<file path="config.mk">
export PLATFORM = sky130hd
export DESIGN_NAME = ddr_cmd_monitor
export DESIGN_NICKNAME = d
export VERILOG_FILES = /design/src/rtl/ddr_mon_pkg.sv /design/src/rtl/ddr_cmd_decode.sv /design/src/rtl/ddr_bank_timer.sv /design/src/rtl/ddr_cmd_monitor.sv
export SDC_FILE = /design/constraint.sdc
export NUM_CORES = 1
export LEC_CHECK = 0
export ABC_AREA = 1
export BUFFER_PORTS_ARGS = -buffer_cell sky130_fd_sc_hd__buf_4
export CAP_MARGIN = 20
export CELL_PAD_IN_SITES_DETAIL_PLACEMENT = 2
export CELL_PAD_IN_SITES_GLOBAL_PLACEMENT = 2
export CORE_ASPECT_RATIO = 0.8
export CORE_MARGIN = 5
export CORE_UTILIZATION = 34
export CTS_BUF_LIST = sky130_fd_sc_hd__clkbuf_8
export DETAILED_ROUTE_END_ITERATION = 10
export HOLD_SLACK_MARGIN = 0.12
export PLACE_DENSITY_LB_ADDON = 0.1
export SLEW_MARGIN = 0
export SYNTH_ARGS = -nofsm -noshare
export SYNTH_HDL_FRONTEND = slang
export SYNTH_SLANG_ARGS = --single-unit
</file>
<file path="constraint.sdc">
create_clock -name clk -period 2.4 [get_ports clk]
set_clock_uncertainty 0.15 [all_clocks]
set_input_delay 0.24 -clock clk [delete_from_list [all_inputs] [get_ports clk]]
set_output_delay 0.24 -clock clk [all_outputs]
set_load 0.01 [all_outputs]
</file>
<file path="src/rtl/ddr_mon_pkg.sv">
package ddr_mon_pkg;

  typedef enum logic [3:0] {
    CMD_NOP   = 4'd0,
    CMD_DESEL = 4'd1,
    CMD_MRS   = 4'd2,
    CMD_EMRS  = 4'd3,
    CMD_ACT   = 4'd4,
    CMD_RD    = 4'd5,
    CMD_RDA   = 4'd6,
    CMD_WR    = 4'd7,
    CMD_WRA   = 4'd8,
    CMD_PRE   = 4'd9,
    CMD_PREA  = 4'd10,
    CMD_BST   = 4'd11,
    CMD_REF   = 4'd12,
    CMD_CKE   = 4'd13
  } cmd_e;

  // reason codes, smaller value = higher priority
  localparam logic [3:0] RSN_RFC    = 4'd1;
  localparam logic [3:0] RSN_MRD    = 4'd2;
  localparam logic [3:0] RSN_LOCK   = 4'd3;
  localparam logic [3:0] RSN_IDLE   = 4'd4;
  localparam logic [3:0] RSN_OPEN   = 4'd5;
  localparam logic [3:0] RSN_RCD    = 4'd6;
  localparam logic [3:0] RSN_RAS    = 4'd7;
  localparam logic [3:0] RSN_RC     = 4'd8;
  localparam logic [3:0] RSN_RRD    = 4'd9;
  localparam logic [3:0] RSN_MRSRDY = 4'd10;
  localparam logic [3:0] RSN_REFRDY = 4'd11;

  function automatic int ceil_div(input int num, input int den);
    return (num + den - 1) / den;
  endfunction

  function automatic int max2(input int a, input int b);
    return (a > b) ? a : b;
  endfunction

endpackage

</file>
<file path="src/rtl/ddr_cmd_decode.sv">
module ddr_cmd_decode
  import ddr_mon_pkg::*;
#(
  parameter int BA_W = 2
) (
  input  logic            cke_prev,
  input  logic            cke,
  input  logic            cs_n,
  input  logic            ras_n,
  input  logic            cas_n,
  input  logic            we_n,
  input  logic            a10,
  input  logic [BA_W-1:0] ba,
  output cmd_e            cmd
);

  always_comb begin
    if (!(cke_prev && cke)) begin
      cmd = CMD_CKE;
    end else if (cs_n) begin
      cmd = CMD_DESEL;
    end else begin
      case ({ras_n, cas_n, we_n})
        3'b000:  cmd = (ba == BA_W'(1)) ? CMD_EMRS : CMD_MRS;
        3'b011:  cmd = CMD_ACT;
        3'b101:  cmd = a10 ? CMD_RDA : CMD_RD;
        3'b100:  cmd = a10 ? CMD_WRA : CMD_WR;
        3'b010:  cmd = a10 ? CMD_PREA : CMD_PRE;
        3'b110:  cmd = CMD_BST;
        3'b001:  cmd = CMD_REF;
        default: cmd = CMD_NOP;
      endcase
    end
  end

endmodule

</file>
<file path="src/rtl/ddr_bank_timer.sv">
module ddr_bank_timer
  import ddr_mon_pkg::*;
#(
  parameter int CW       = 4,
  parameter int T_RCD    = 3,
  parameter int T_RAS    = 6,
  parameter int T_RC     = 8,
  parameter int T_RP     = 3,
  parameter int LOCK_RDA = 5,
  parameter int LOCK_WRA = 8
) (
  input  logic        clk,
  input  logic        rst,
  input  cmd_e        cmd,
  input  logic        hit,
  input  logic        apply,
  output logic        active,
  output logic        ready,
  output logic [15:0] flags
);

  logic [CW-1:0] rcd_cnt, ras_cnt, rc_cnt, lock_cnt;
  logic is_act, is_rw, is_pre;

  assign is_act = (cmd == CMD_ACT);
  assign is_rw  = (cmd == CMD_RD) || (cmd == CMD_RDA) || (cmd == CMD_WR) || (cmd == CMD_WRA);
  assign is_pre = (cmd == CMD_PRE) || (cmd == CMD_PREA);
  assign ready  = !active && (lock_cnt == '0);

  always_comb begin
    flags = '0;
    flags[RSN_LOCK] = hit && (is_act || is_rw || is_pre) && (lock_cnt != '0);
    flags[RSN_IDLE] = hit && is_rw && !active;
    flags[RSN_OPEN] = hit && is_act && active;
    flags[RSN_RCD]  = hit && is_rw && active && (rcd_cnt != '0);
    flags[RSN_RAS]  = hit && is_pre && active && (ras_cnt != '0);
    flags[RSN_RC]   = hit && is_act && (rc_cnt != '0);
  end

  always_ff @(posedge clk) begin
    if (rst) begin
      active   <= 1'b0;
      rcd_cnt  <= '0;
      ras_cnt  <= '0;
      rc_cnt   <= '0;
      lock_cnt <= '0;
    end else begin
      rcd_cnt  <= rcd_cnt  - CW'(rcd_cnt  != '0);
      ras_cnt  <= ras_cnt  - CW'(ras_cnt  != '0);
      rc_cnt   <= rc_cnt   - CW'(rc_cnt   != '0);
      lock_cnt <= lock_cnt - CW'(lock_cnt != '0);
      if (apply && hit) begin
        case (cmd)
          CMD_ACT: begin
            active  <= 1'b1;
            rcd_cnt <= CW'(T_RCD - 1);
            ras_cnt <= CW'(T_RAS - 1);
            rc_cnt  <= CW'(T_RC - 1);
          end
          CMD_RDA: begin
            active   <= 1'b0;
            lock_cnt <= CW'(LOCK_RDA - 1);
          end
          CMD_WRA: begin
            active   <= 1'b0;
            lock_cnt <= CW'(LOCK_WRA - 1);
          end
          CMD_PRE, CMD_PREA: begin
            if (active) begin
              active   <= 1'b0;
              lock_cnt <= CW'(T_RP - 1);
            end
          end
          default: ;
        endcase
      end
    end
  end

endmodule

</file>
<file path="src/rtl/ddr_cmd_monitor.sv">
module ddr_cmd_monitor
  import ddr_mon_pkg::*;
#(
  parameter int NUM_BANKS = 4,
  parameter int BURST_LEN = 4,
  parameter int TCK_PS    = 7500,
  parameter int TRP_PS    = 20000,
  parameter int TDPL_PS   = 15000,
  parameter int T_RCD     = 3,
  parameter int T_RRD     = 2,
  parameter int T_RAS     = 6,
  parameter int T_RC      = 8,
  parameter int T_RFC     = 10,
  parameter int T_MRD     = 2,
  localparam int BA_W     = $clog2(NUM_BANKS)
) (
  input  logic                 clk,
  input  logic                 rst,
  input  logic                 cke_i,
  input  logic                 cs_n_i,
  input  logic                 ras_n_i,
  input  logic                 cas_n_i,
  input  logic                 we_n_i,
  input  logic                 a10_i,
  input  logic [BA_W-1:0]      ba_i,
  output logic [3:0]           cmd_o,
  output logic [NUM_BANKS-1:0] bank_active_o,
  output logic                 viol_o,
  output logic [3:0]           reason_o
);

  localparam int T_RP     = ceil_div(TRP_PS, TCK_PS);
  localparam int T_DPL    = ceil_div(TDPL_PS, TCK_PS);
  localparam int T_DAL    = T_DPL + T_RP;
  localparam int LOCK_RDA = BURST_LEN / 2 + T_RP;
  localparam int LOCK_WRA = BURST_LEN / 2 + 1 + T_DAL;
  localparam int MAXC     = max2(max2(max2(T_RC, T_RAS), max2(T_RCD, LOCK_WRA)),
                                 max2(max2(LOCK_RDA, T_RFC), max2(T_MRD, T_RRD)));
  localparam int CW       = $clog2(MAXC + 1);

  logic          cke_prev;
  cmd_e          cmd;
  logic [CW-1:0] rrd_cnt, mrd_cnt, rfc_cnt;
  logic [NUM_BANKS-1:0] bank_ready, bank_hit;
  logic [15:0]   bflags [NUM_BANKS];
  logic [15:0]   gflags, vec;
  logic [3:0]    code;
  logic          apply, all_ready, busy_cmd, bank_cmd;

  ddr_cmd_decode #(.BA_W(BA_W)) u_dec (
    .cke_prev (cke_prev),
    .cke      (cke_i),
    .cs_n     (cs_n_i),
    .ras_n    (ras_n_i),
    .cas_n    (cas_n_i),
    .we_n     (we_n_i),
    .a10      (a10_i),
    .ba       (ba_i),
    .cmd      (cmd)
  );

  assign bank_cmd = (cmd == CMD_ACT) || (cmd == CMD_RD) || (cmd == CMD_RDA) ||
                    (cmd == CMD_WR) || (cmd == CMD_WRA) || (cmd == CMD_PRE);

  genvar gi;
  generate
    for (gi = 0; gi < NUM_BANKS; gi++) begin : g_bank
      assign bank_hit[gi] = (bank_cmd && (ba_i == BA_W'(gi))) || (cmd == CMD_PREA);
      ddr_bank_timer #(
        .CW(CW), .T_RCD(T_RCD), .T_RAS(T_RAS), .T_RC(T_RC), .T_RP(T_RP),
        .LOCK_RDA(LOCK_RDA), .LOCK_WRA(LOCK_WRA)
      ) u_bank (
        .clk    (clk),
        .rst    (rst),
        .cmd    (cmd),
        .hit    (bank_hit[gi]),
        .apply  (apply),
        .active (bank_active_o[gi]),
        .ready  (bank_ready[gi]),
        .flags  (bflags[gi])
      );
    end
  endgenerate

  assign all_ready = &bank_ready;
  assign busy_cmd  = (cmd != CMD_NOP) && (cmd != CMD_DESEL) && (cmd != CMD_CKE);

  always_comb begin
    gflags = '0;
    gflags[RSN_RFC]    = busy_cmd && (rfc_cnt != '0);
    gflags[RSN_MRD]    = busy_cmd && (mrd_cnt != '0);
    gflags[RSN_RRD]    = (cmd == CMD_ACT) && (rrd_cnt != '0);
    gflags[RSN_MRSRDY] = ((cmd == CMD_MRS) || (cmd == CMD_EMRS)) && !all_ready;
    gflags[RSN_REFRDY] = (cmd == CMD_REF) && !all_ready;
  end

  always_comb begin
    vec = gflags;
    for (int b = 0; b < NUM_BANKS; b++) vec = vec | bflags[b];
  end

  always_comb begin
    code = 4'd0;
    for (int k = 15; k >= 0; k--) begin
      if (vec[k]) code = 4'(k);
    end
  end

  assign apply = (vec == '0);

  always_ff @(posedge clk) begin
    if (rst) begin
      cke_prev <= 1'b0;
      rrd_cnt  <= '0;
      mrd_cnt  <= '0;
      rfc_cnt  <= '0;
      cmd_o    <= 4'd0;
      viol_o   <= 1'b0;
      reason_o <= 4'd0;
    end else begin
      cke_prev <= cke_i;
      rrd_cnt  <= rrd_cnt - CW'(rrd_cnt != '0);
      mrd_cnt  <= mrd_cnt - CW'(mrd_cnt != '0);
      rfc_cnt  <= rfc_cnt - CW'(rfc_cnt != '0);
      if (apply) begin
        case (cmd)
          CMD_ACT:           rrd_cnt <= CW'(T_RRD - 1);
          CMD_REF:           rfc_cnt <= CW'(T_RFC - 1);
          CMD_MRS, CMD_EMRS: mrd_cnt <= CW'(T_MRD - 1);
          default: ;
        endcase
      end
      cmd_o  <= cmd;
      viol_o <= !apply;
      if (!apply) reason_o <= code;
    end
  end

endmodule

</file>
# Word level (Yosys, flattened, before mapping)
# Index checks and enable logic that the tools add are counted.
# totals
ff_bits,90
in_bits,10
output_inout_bits,13
word_cells,263
# op_classes
n_addsub,19
n_eq_ne,21
mux,66
bitwise,4
reduce_logical,126
# ops
op,n
2-to-1 mux 4 bit,57
nonzero test 4 bit,20
subtractor 4 x 1 -> 4 bit,19
logical AND 1 bit,68
OR 12 x 9 -> 12 bit,4
one-hot mux 4 bit (3 select lines),4
one-hot mux 4 bit (7 select lines),1
== test 4 x 3 -> 1 bit (second input constant),4
== test 4 bit (second input constant),4
zero test 16 bit,1
zero test 4 bit,4
logical OR 1 bit,16
== test 3 bit (second input constant),3
== test 4 x 2 -> 1 bit (second input constant),2
AND reduction 2 bit,4
== test 3 x 2 -> 1 bit (second input constant),2
zero test 1 bit,6
== test 2 bit (second input constant),2
2-to-1 mux 2 bit,2
!= test 4 x 1 -> 1 bit (second input constant),1
!= test 4 bit (second input constant),1
AND reduction 4 bit,1
OR reduction 2 bit,2
OR reduction 4 bit,1
7 further kinds,7

# Logic depth before layout (Yosys ltp)
# depth
depth_word,32
mapped_depth,23
mapped_depth_nobuf,21

# Hierarchy
# From an unflattened synthesis, not the netlist that was laid out.
# hier_totals
hier_cells,791
hier_area_um2,5597.9
# by_module_without_submodules
mod,n_inst,cells_per_inst,area_per_inst_um2,seq_area_each_um2
ddr_bank_timer,4,139,1033.5,340.3
ddr_cmd_monitor,1,198,1307.5,440.4
ddr_cmd_decode,1,37,156.4,0.0

# Worst setup path before layout
# OpenSTA, ideal clock, no wires.
# synth_path
path_type,reg2reg
from,register cke_prev
to,register g_bank[2].u_bank.rcd_cnt[2]
setup_time_ps,116
arrival_time_ps,2088
required_time_ps,2134
setup_slack_ps,45
path_stages_with_launch,20
path_buffers,1
period_less_slack_ps,2355
path_cell_list,dfxtp_1 nand2_1 inv_1 and3_2 nand2_4 nand2_4 nor2_8 nand3_1 inv_1 nand2_1 nand2_1 nor2_1 nand2_2 nor2_4 nand2_4 inv_6 nand2_4 buf_6 o211ai_1 inv_1
# synth_via
elab_chain_len,20
word_cells_on_any_way,98
cone_classes,12 x eq/ne; 3 x mux; 4 x bitwise; 79 x reduce/logical
# synth_lines
item,line,source
start: declaration,ddr_cmd_monitor.sv:41,logic cke_prev;
start signal: assignment,ddr_cmd_monitor.sv:121,cke_prev <= cke_i;
logical AND 1 bit (*),ddr_cmd_decode.sv:18,if (!(cke_prev && cke)) begin
2-to-1 mux 4 bit (*),ddr_cmd_decode.sv:18,
"== test 4 x 3 -> 1 bit, on equally long branches",--,
logical OR 1 bit (3 in series),ddr_cmd_monitor.sv:62,assign bank_cmd = (cmd == CMD_ACT) || (cmd == CMD_RD) || (cmd == CMD_RDA) ||
logical OR 1 bit (2 in series),ddr_cmd_monitor.sv:63,(cmd == CMD_WR) || (cmd == CMD_WRA) || (cmd == CMD_PRE);
logical AND 1 bit,ddr_cmd_monitor.sv:68,assign bank_hit[gi] = (bank_cmd && (ba_i == BA_W'(gi))) || (cmd == CMD_PREA);
logical OR 1 bit,ddr_cmd_monitor.sv:68,
"logical AND 1 bit, on equally long branches","ddr_bank_timer.sv:33, ddr_bank_timer.sv:35, ddr_bank_timer.sv:36",
"logical AND 1 bit, on equally long branches (2 in series)","ddr_bank_timer.sv:35, ddr_bank_timer.sv:36",
OR 12 x 9 -> 12 bit (4 in series),ddr_cmd_monitor.sv:99,for (int b = 0; b < NUM_BANKS; b++) vec = vec | bflags[b];
zero test 16 bit,ddr_cmd_monitor.sv:109,assign apply = (vec == '0);
logical AND 1 bit,ddr_bank_timer.sv:52,if (apply && hit) begin
2-to-1 mux 4 bit (*),ddr_bank_timer.sv:52,
end signal: assignment,ddr_bank_timer.sv:48,rcd_cnt <= rcd_cnt - CW'(rcd_cnt != '0);
end signal: assignment,ddr_bank_timer.sv:56,rcd_cnt <= CW'(T_RCD - 1);
end: declaration,ddr_bank_timer.sv:22,"logic [CW-1:0] rcd_cnt, ras_cnt, rc_cnt, lock_cnt;"
# Every way passes the cells marked *; elsewhere a longest branch is shown, timed or not.
# A chain may end at the register's enable or synchronous reset.

# Final worst setup path
# layout_path
from,register cke_prev
to,register g_bank[2].u_bank.lock_cnt[1]
# layout_via
elab_chain_len,20
word_cells_on_any_way,99
cone_classes,12 x eq/ne; 3 x mux; 4 x bitwise; 80 x reduce/logical
# layout_lines
item,line,source
logical AND 1 bit (*),ddr_cmd_decode.sv:18,
2-to-1 mux 4 bit (*),ddr_cmd_decode.sv:18,
"== test 4 x 3 -> 1 bit, on equally long branches",--,
logical OR 1 bit (3 in series),ddr_cmd_monitor.sv:62,
logical OR 1 bit (2 in series),ddr_cmd_monitor.sv:63,
logical AND 1 bit,ddr_cmd_monitor.sv:68,
logical OR 1 bit,ddr_cmd_monitor.sv:68,
"logical AND 1 bit, on equally long branches","ddr_bank_timer.sv:33, ddr_bank_timer.sv:35, ddr_bank_timer.sv:36",
"logical AND 1 bit, on equally long branches (2 in series)","ddr_bank_timer.sv:35, ddr_bank_timer.sv:36",
OR 12 x 9 -> 12 bit (4 in series),ddr_cmd_monitor.sv:99,
zero test 16 bit,ddr_cmd_monitor.sv:109,
logical AND 1 bit,ddr_bank_timer.sv:52,
2-to-1 mux 4 bit (*),ddr_bank_timer.sv:52,
end signal: assignment,ddr_bank_timer.sv:51,lock_cnt <= lock_cnt - CW'(lock_cnt != '0);
end signal: assignment,ddr_bank_timer.sv:62,lock_cnt <= CW'(LOCK_RDA - 1);
end signal: assignment,ddr_bank_timer.sv:66,lock_cnt <= CW'(LOCK_WRA - 1);
end: declaration,ddr_bank_timer.sv:22,
# Marks and branches as above.

==> results.tsv <==
metric	value	unit
Crit path depth	19	
fin. max-slew vios	0	
CTS HTree Levels	3	
core area	15100	um^2
worst hold path stage count	2	
Syn. warnings	0	
row cnt	40	
synthesized area per cell	7.57	um^2
WL/cell	26.6	um
Chip Height	121	um
clk buf depth	2	
Final min period	2.85	ns
synthesized instance count	696	
hold_sp	reason_o[0]	
smallest setup slack after layout	-0.453	ns
WP data arrival	2.99	ns
pwr/cell area	1140	nW/um^2
Die Area	18100	um^2
sequential share of the synthesized area	0.342	
failing checks	setup timing	
placed cell areas	6170	um^2
TritonCTS buffer count	9	
Max FO, Critical Path	8	
Crit-path slowest cell	dfxtp_2	
Crit path max-delay family	simple AND/OR/NAND/NOR gates	
max_slew headroom	0.586	
DRC errors left	0	
outcome	complete, but fails checks	
initial antenna violation count	0	
Mapped Nets	744	
post-layout util	0.494	
vias per cell	5.45	
chip width	149	um
non-filler cells, final	1047	
final period utilization	1.19	
final wirelength	27.9	mm
largest net degree at the start of global routing	34	
sink of the worst hold path	reason_o[0]	
Final setup viols	85	
via count of the first global-routing pass	6360	
Port Buf Inserts	22	
via count of the routed design	5705	
clk slew on worst S/H paths	0.10	ns
reg2reg setup slack	-0.45	ns
post-synth cell types	37	
crit-path max cell delay	0.36	ns
fin nets	880	
most common cell after layout, fill and taps aside	buf_4	
total power draw	8480	uW
most frequent cells in the layout	122 x buf_4, 121 x inv_1, 88 x dfxtp_1	
Layout area overhead	41.6	%
Synth Register Bits	90	
Hold Path Class	reg2reg	
RSZ-0062 raised after global routing	yes	
clock tree sinks	90	
Critical Setup Path Class	reg2reg	
I/O pin count	23	
Routed Antenna Nets	0	
GRT overflow	0	
placed cell count	987	
CP Data Required Time	2.54	ns
Reg-to-Reg Start	cke_prev	
worst vdd ir	0.000500	V
hpwl dp	13.6	mm
Setup TNS Final	-27.15	ns
Initial Utilization	0.349	
worst r2r dst	g_bank[2].u_bank.lock_cnt[1]	
routability cong.	0.880	
final hold vios	0	
TritonCTS clock tree	yes	
Clk Latency, worst-skew pair	0.40	ns
first-pass GRT wire length	37.1	mm
Max Clk Rate	0.351	GHz
Post-Layout Inst Area	7460	um^2
Tot GR Track Use	0.268	
worst-margin pin slew	0.615	ns
max-cap violations	0	
Crit. End Element	flip-flop	
Worst setup SP type	flip-flop	
area of the mapped netlist	5270	um^2
Pleak	0.00355	uW
drt first pass iters	4	
Iter 0 DRT Violations	335	
fraction of layout cells with a size suffix above 1	0.398	
cells along the critical path	nand2_2 > inv_2 > nand2_1 > inv_1 > nand3_2 > a21oi_1 > nand2_1 > nand2_4 > nand4_1 > nand2_2 > nor2_4 > nand2_4 > nor2_4 > buf_4 > nand2_8 > inv_8 > buf_4 > nand4_1 > o21ai_2	
Reg2Reg Depth	19	
# diodes	0	
Worst Path Buf+Inv	5	
clock root cell	clkbuf_8	
how the worst max path moves through the flow:
| stage | slack, ns | startpoint | to |
|---|---|---|---|
| 5_1_grt | -0.51 | cke_prev | g_bank[2].u_bank.lock_cnt[1] |
| 6_report | -0.45 | cke_prev | g_bank[2].u_bank.lock_cnt[1] |
| 4_1_cts | -0.15 | cke_prev | g_bank[2].u_bank.active |
| 3_5_place_dp | -0.58 | cas_n_i | g_bank[1].u_bank.lock_cnt[3] |
| 2_1_floorplan | 0.05 | cke_prev | g_bank[2].u_bank.rcd_cnt[2] |
| 3_3_place_gp | -0.40 | cas_n_i | g_bank[2].u_bank.lock_cnt[1] |
Yosys cell counts, drive strengths merged:
master	number	area [um^2]
xor2	9	78.8
nor2	65	310
o21ai	19	95.1
a21oi	72	462
xnor2	8	70.1
nand4	24	165
clkbuf	11	41.3
nand2	126	571
ha	38	475
nand3	49	278
and3	1	7.51
nor4	2	12.5
inv	131	499
a21boi	1	7.51
a31oi	3	18.8
nor3	8	40.0
dfxtp	90	1800
buf	14	139
o211ai	24	190
a211oi	1	7.51
final cells by class:
type                       count  area [um^2]
clock inverter                 6         42.5
timing repair inverter         1         11.3
clock buffer                  10          138
multi-input combinational    453         3470
fill                        1660         7650
timing repair buffer         146         1230
tap                          210          263
sequential                    90         1800
inverter                     131          507
what timing repair did:
item	4_1_cts	5_1_grt
pin swaps	45	48
endpoints found under the hold margin	9	0
setup endpoints to repair	85	85
resized for setup	117	65
gates cloned	4	0
setup buffers	24	17
hold buffers	3	0
worst reg2reg max path, delay by kind of cell (launching register included):
kind | cells | cell delay (ns)
AOI/OAI and AO/OA | 2 | 0.33
buffers and inverters | 5 | 0.53
DFF | 1 | 0.36
and+or+nand+nor | 12 | 1.38
state kept, by name (all words and copies together) (netlist names):
signal                  count
cke_prev                    1
cmd_o                       4
g_bank.u_bank.active        4
g_bank.u_bank.lock_cnt     16
g_bank.u_bank.ras_cnt      16
g_bank.u_bank.rc_cnt       16
g_bank.u_bank.rcd_cnt      16
mrd_cnt                     4
reason_o                    4
rfc_cnt                     4
rrd_cnt                     4
viol_o                      1
kinds of logic after synthesis:
logic type                 synth area share
DFF                                   0.342
xor gates and xnor gates             0.0283
AOI/OAI and AO/OA                     0.148
and+or+nand+nor                       0.263
adders and majority gates            0.0902
buffers and inverters                 0.129
stage by stage:
step                setup slack (ns)  hold slack, ns
floorplan                     0.0455           0.197
finish                        -0.453           0.349
CTS                           -0.148           0.301
global placement              -0.401           0.302
global route                  -0.510           0.367
detailed placement            -0.579           0.321
power breakdown:
| part | internal, uW | switching, uW |
|---|---|---|
| sequential | 2040 | 334 |
| clock | 410 | 642 |
| combinational | 1960 | 3100 |
per-layer routing:
metal  track usage  share of wire  vias up
li1              -              -     2530
met1         0.307           0.40     2915
met2         0.486           0.52      176
met3        0.0508          0.038       84
met4         0.117          0.040        0
met5             0              0        -
Note: power is estimated with default switching activity, not from simulation.
